===== config.mk =====
export PLATFORM = sky130hd
export DESIGN_NAME = incl_flow_ctrl
export DESIGN_NICKNAME = d
export VERILOG_FILES = /design/src/rtl/incl_flow_pkg.sv /design/src/rtl/route_decode.sv /design/src/rtl/sat_counter.sv /design/src/rtl/incl_flow_ctrl.sv
export SDC_FILE = /design/constraint.sdc
export NUM_CORES = 1
export LEC_CHECK = 0
export ABC_AREA = 1
export BUFFER_PORTS_ARGS = -buffer_cell sky130_fd_sc_hd__buf_2
export CAP_MARGIN = 30
export CORE_ASPECT_RATIO = 0.5
export CORE_MARGIN = 8
export CORE_UTILIZATION = 50
export CTS_CLUSTER_DIAMETER = 50
export DETAILED_ROUTE_END_ITERATION = 7
export GPL_TIMING_DRIVEN = 0
export PLACE_DENSITY = 0.77
export SYNTH_ARGS = -nofsm -noshare
export SYNTH_HDL_FRONTEND = slang
export SYNTH_SLANG_ARGS = --single-unit
export TNS_END_PERCENT = 100

===== constraint.sdc =====
create_clock -name clk_i -period 2.9 [get_ports clk_i]
set_input_delay 0.29 -clock clk_i [delete_from_list [all_inputs] [get_ports clk_i]]
set_output_delay 0.29 -clock clk_i [all_outputs]
set_load 0.01 [all_outputs]

===== src/rtl/incl_flow_pkg.sv =====
package incl_flow_pkg;
  typedef enum logic [1:0] {
    EV_CLEAN_VIC = 2'd0,
    EV_DIRTY_VIC = 2'd1,
    EV_MEM_FILL  = 2'd2,
    EV_LLC_HIT   = 2'd3
  } ev_kind_e;

  typedef struct packed {
    logic l3_insert;
    logic l2_install;
    logic l3_install;
    logic l3_inval;
    logic drop;
  } route_t;
endpackage


===== src/rtl/route_decode.sv =====
module route_decode
  import incl_flow_pkg::*;
(
  input  logic     valid_i,
  input  ev_kind_e kind_i,
  input  logic     excl_i,
  input  logic     bypass_i,
  output route_t   route_o
);
  always_comb begin
    route_o = '0;
    if (valid_i) begin
      unique case (kind_i)
        EV_CLEAN_VIC: begin
          if (excl_i && !bypass_i) route_o.l3_insert = 1'b1;
          else                     route_o.drop      = 1'b1;
        end
        EV_DIRTY_VIC: route_o.l3_insert = 1'b1;
        EV_MEM_FILL: begin
          route_o.l2_install = 1'b1;
          route_o.l3_install = !excl_i;
        end
        EV_LLC_HIT: begin
          route_o.l2_install = 1'b1;
          route_o.l3_inval   = excl_i;
        end
        default: route_o = '0;
      endcase
    end
  end
endmodule


===== src/rtl/sat_counter.sv =====
module sat_counter #(
  parameter int W = 8
) (
  input  logic         clk_i,
  input  logic         rst_ni,
  input  logic         inc_i,
  output logic [W-1:0] cnt_o
);
  localparam logic [W-1:0] MaxVal = '1;

  always_ff @(posedge clk_i or negedge rst_ni) begin
    if (!rst_ni)                       cnt_o <= '0;
    else if (inc_i && cnt_o != MaxVal) cnt_o <= cnt_o + 1'b1;
  end

  assert_sat_hold_R11: assert property (@(posedge clk_i) disable iff (!rst_ni)
    (cnt_o == MaxVal) |=> (cnt_o == MaxVal));
  assert_step_one_R11: assert property (@(posedge clk_i) disable iff (!rst_ni)
    (cnt_o != MaxVal) |=> (cnt_o == $past(cnt_o) || cnt_o == $past(cnt_o) + 1'b1));
endmodule


===== src/rtl/incl_flow_ctrl.sv =====
module incl_flow_ctrl
  import incl_flow_pkg::*;
#(
  parameter int ADDR_W = 40,
  parameter int CNT_W  = 16
) (
  input  logic              clk_i,
  input  logic              rst_ni,
  input  logic              ev_valid_i,
  input  logic [1:0]        ev_kind_i,
  input  logic [ADDR_W-1:0] ev_addr_i,
  input  logic              excl_mode_i,
  input  logic              bypass_i,
  output logic              l3_insert_o,
  output logic              l2_install_o,
  output logic              l3_install_o,
  output logic              l3_inval_o,
  output logic              drop_o,
  output logic [ADDR_W-1:0] addr_o,
  output logic [CNT_W-1:0]  ins_cnt_o,
  output logic [CNT_W-1:0]  drop_cnt_o
);
  localparam int NumCnt = 2;

  route_t route_d, route_q;

  route_decode i_route_decode (
    .valid_i  (ev_valid_i),
    .kind_i   (ev_kind_e'(ev_kind_i)),
    .excl_i   (excl_mode_i),
    .bypass_i (bypass_i),
    .route_o  (route_d)
  );

  always_ff @(posedge clk_i or negedge rst_ni) begin
    if (!rst_ni) begin
      route_q <= '0;
      addr_o  <= '0;
    end else begin
      route_q <= route_d;
      if (ev_valid_i) addr_o <= ev_addr_i;
    end
  end

  assign l3_insert_o  = route_q.l3_insert;
  assign l2_install_o = route_q.l2_install;
  assign l3_install_o = route_q.l3_install;
  assign l3_inval_o   = route_q.l3_inval;
  assign drop_o       = route_q.drop;

  // counters advance on the same edge that registers the strobes
  logic [NumCnt-1:0] cnt_inc;
  logic [CNT_W-1:0]  cnt_val [NumCnt];

  assign cnt_inc[0] = route_d.l3_insert | route_d.l3_install;
  assign cnt_inc[1] = route_d.drop;

  for (genvar g = 0; g < NumCnt; g++) begin : g_cnt
    sat_counter #(.W(CNT_W)) i_sat_counter (
      .clk_i  (clk_i),
      .rst_ni (rst_ni),
      .inc_i  (cnt_inc[g]),
      .cnt_o  (cnt_val[g])
    );
  end

  assign ins_cnt_o  = cnt_val[0];
  assign drop_cnt_o = cnt_val[1];

  assert_idle_quiet_R9: assert property (@(posedge clk_i) disable iff (!rst_ni)
    !ev_valid_i |=> !(l3_insert_o | l2_install_o | l3_install_o | l3_inval_o | drop_o));
  assert_drop_alone_R1: assert property (@(posedge clk_i) disable iff (!rst_ni)
    drop_o |-> !(l3_insert_o | l2_install_o | l3_install_o | l3_inval_o));
  assert_fill_l3_noninc_R5: assert property (@(posedge clk_i) disable iff (!rst_ni)
    (ev_valid_i && excl_mode_i) |=> !l3_install_o);
  assert_inval_excl_R6: assert property (@(posedge clk_i) disable iff (!rst_ni)
    (ev_valid_i && !excl_mode_i) |=> !l3_inval_o);
  assert_inval_pairs_R6: assert property (@(posedge clk_i) disable iff (!rst_ni)
    l3_inval_o |-> (l2_install_o && !l3_install_o));
  assert_dirty_insert_R7: assert property (@(posedge clk_i) disable iff (!rst_ni)
    (ev_valid_i && ev_kind_i == 2'd1) |=> (l3_insert_o && !drop_o));
endmodule


==> flow_summary.toml <==
[critical_path]
cp-end-kind = "flop"
regToRegSetupSlack_ns = 1.09
critPathLaunchType = "flop"
cp.required_ns = 3.12
cp_max_fo = 10
crit_type = "reg -> reg"
worstPathArrival_ns = 2.03

[timing]
rsz0062_at_grt = "false"
fmax_mhz = 553.8
setup_viol = 0
fin_tns_setup_ns = 0
tightest_slew_ns = 0.4421
maxSlewViolCount = 0
period_share_pct = 62.27
fin_crit_ns = 1.806
finalWorstSetupSlack_ns = 1.094
slew_headroom_pct = 70.53
hold_viol = 0
skew_ns = 0.005523

[clock_network]
clock_latency_ns = 0.33
cts-resized-gates = 0
htree_levels = 3
ctsRootBufferMaster = "clkbuf_16"
cts_sinks = 77
cts_buffer_depth = 2
cts_tree = "yes"
cts_buffers = 9
clk_pin_slew_ns = 0.06

[yosys]
synthCells = 475
synth_common_cells = "nand2_1, dfrtp_1, nor2_1"
seq_area_frac_synth_pct = 52.76
synth_area_per_cell_um2 = 7.689
yosysTopAreaCellShare_pct = 52.76
yosys_most_used_dff = "dfrtp_1"
yosys.area.top_type = "dfrtp_1"
async_flop_share_pct = 100.0
synthTopCellsByArea = "dfrtp_1, nand2_1, nor2_1, xnor2_1, inv_1"
synth-warning-count = 0
syn-num-nets = 524
synth-edff-count = 0
synth.most_common_cell = "nand2_1"
synth-seq-cells = 77
ys_types = 23
synth_area_um2 = 3652

[detailed_routing]
wl_per_cell_um = 13.22
num_vias = 3399
routed_wirelength_um = 9397
drc = 0
drt_first_pass_iters = 4
postRouteAntennaNets = 0
via_per_inst = 4.781
first_iter_violations = 136

[global_route]
grt_usage_pct = 18.98
grt_pass1_wl_um = 15840
grt_max_degree = 49
grt_pass1_vias = 3333
grt_overflow = 0
antenna_found_initial = 0

[floorplan]
die_height_um = 76.44
dieArea_um2 = 10460
initial_core_util_pct = 50.64
fp.dieW_um = 136.9
ios = 124
fp-row-count = 22
coreArea_um2 = 7212

[placed_design]
gp_congestion = 0.8401
dp.cells = 694
io_buffers = 122
dp_slack_ns = 1.086
dpl_cell_area_um2 = 4413
dp_hpwl_um = 7080

[finish]
nets = 659
layout.cells.non_filler = 711
antenna_cells = 0
fin_area_um2 = 4716
drive_gt1_share_pct = 25.04
final_core_util_pct = 65.39
area_growth_pct = 29.12

[worst_hold_path]
hp-class = "in -> reg"

[run_status]
status = "complete, no violations"

[job]
drv_cap = 0

[pwr]
p_leak_nw = 2.596
power.density_nw_per_um2 = 595.0
ir_drop_v = 0.0003369
==> path summary, 6_finish.rpt <==
check / from / to / cells after the start
min reg2reg: addr_o[34]$_DFFE_PN0P_ / addr_o[34]$_DFFE_PN0P_ / 2
min: ev_addr_i[25] / addr_o[25]$_DFFE_PN0P_ / 3
min in group asynchronous: rst_ni / addr_o[28]$_DFFE_PN0P_ / 2
max in group asynchronous: rst_ni / g_cnt[0].i_sat_counter.cnt_o[3]$_DFFE_PN0P_ / 3
max: g_cnt[0].i_sat_counter.cnt_o[0]$_DFFE_PN0P_ / g_cnt[0].i_sat_counter.cnt_o[7]$_DFFE_PN0P_ / 9
max reg2reg: g_cnt[0].i_sat_counter.cnt_o[0]$_DFFE_PN0P_ / g_cnt[0].i_sat_counter.cnt_o[7]$_DFFE_PN0P_ / 9
==> placed cells by master (no fill, tap or decap) <==
master	count
buf_16	1
buf_2	122
buf_4	1
buf_6	3
bufinv_16	1
clkbuf_1	9
clkbuf_16	9
clkinv_1	1
clkinv_2	2
clkinv_4	1
clkinvlp_4	2
dfrtp_1	77
dlygate4sd3_1	1
ha_1	2
inv_1	27
inv_2	3
inv_4	1
nand2_1	259
nand2_2	2
nand2_4	1
nand3_1	17
nand3_2	2
nand4_1	14
nor2_1	31
nor2_2	1
nor2b_1	1
nor3_1	1
nor3_4	1
o21ai_0	8
o21ai_4	1
xnor2_1	13
==> what timing repair did <==
item,4_1_cts,5_1_grt
setup endpoints to repair,0,0
hold buffers,1,0
setup buffers,0,0
hold endpoints to repair,29,0
==> logic make-up after synthesis <==
logic type | synth area share (%)
flops | 52.76
fa+ha+maj | 0.6851
simple gates | 36.66
compound gates | 1.542
buf+inv | 5.241
xor+xnor | 3.118
==> registers in the layout, summed over array words and instances, names as in the netlist <==
signal and cells:
addr_o 40, drop_o 1, g_cnt.i_sat_counter.cnt_o 32, l3_insert_o 1
l3_install_o 1, l3_inval_o 1, l2_install_o 1
==> per-layer routing <==
layer	part of all wire (%)	track usage [%]
met1	42	22.28
met2	49	30.56
met3	6.8	7.039
met4	1.9	8.181
met5	0	0
==> area by class of cell <==
class | instances | area (um^2)
plain buffers | 12 | 68.82
clock buffers | 10 | 229.0
clock inverters | 6 | 63.81
fillers | 657 | 2496
inverters | 32 | 122.6
multi-input cells | 354 | 1534
flip-flops and latches | 77 | 1927
well taps | 96 | 120.1
repair buffers | 124 | 650.6
==> worst max-delay path, stage by stage (launching register included) <==
cell,delay (ns)
dfrtp_1,0.46
ha_1,0.29
nand3_2,0.13
clkinv_1,0.08
nand2_2,0.08
o21ai_4,0.33
inv_4,0.06
buf_6,0.15
nand2_1,0.05
nand2_1,0.05
==> stage by stage <==
stage / hold slack [ns] / power (mW)
after floorplan: -0.005591 / 1.517
after global placement: 0.4485 / 1.717
after detailed placement: 0.2554 / 1.737
after CTS: 0.1369 / 2.848
after global routing: 0.1486 / 2.961
final: 0.1499 / 2.806
==> where the power goes <==
part | switching, mW | internal, mW | leakage (nW)
sequential | 0.104 | 1.17 | 0.991
combinational | 0.247 | 0.186 | 1.47
clock | 0.432 | 0.664 | 0.138
total | 0.783 | 2.02 | 2.60
Power figures use the tool's default switching activity.
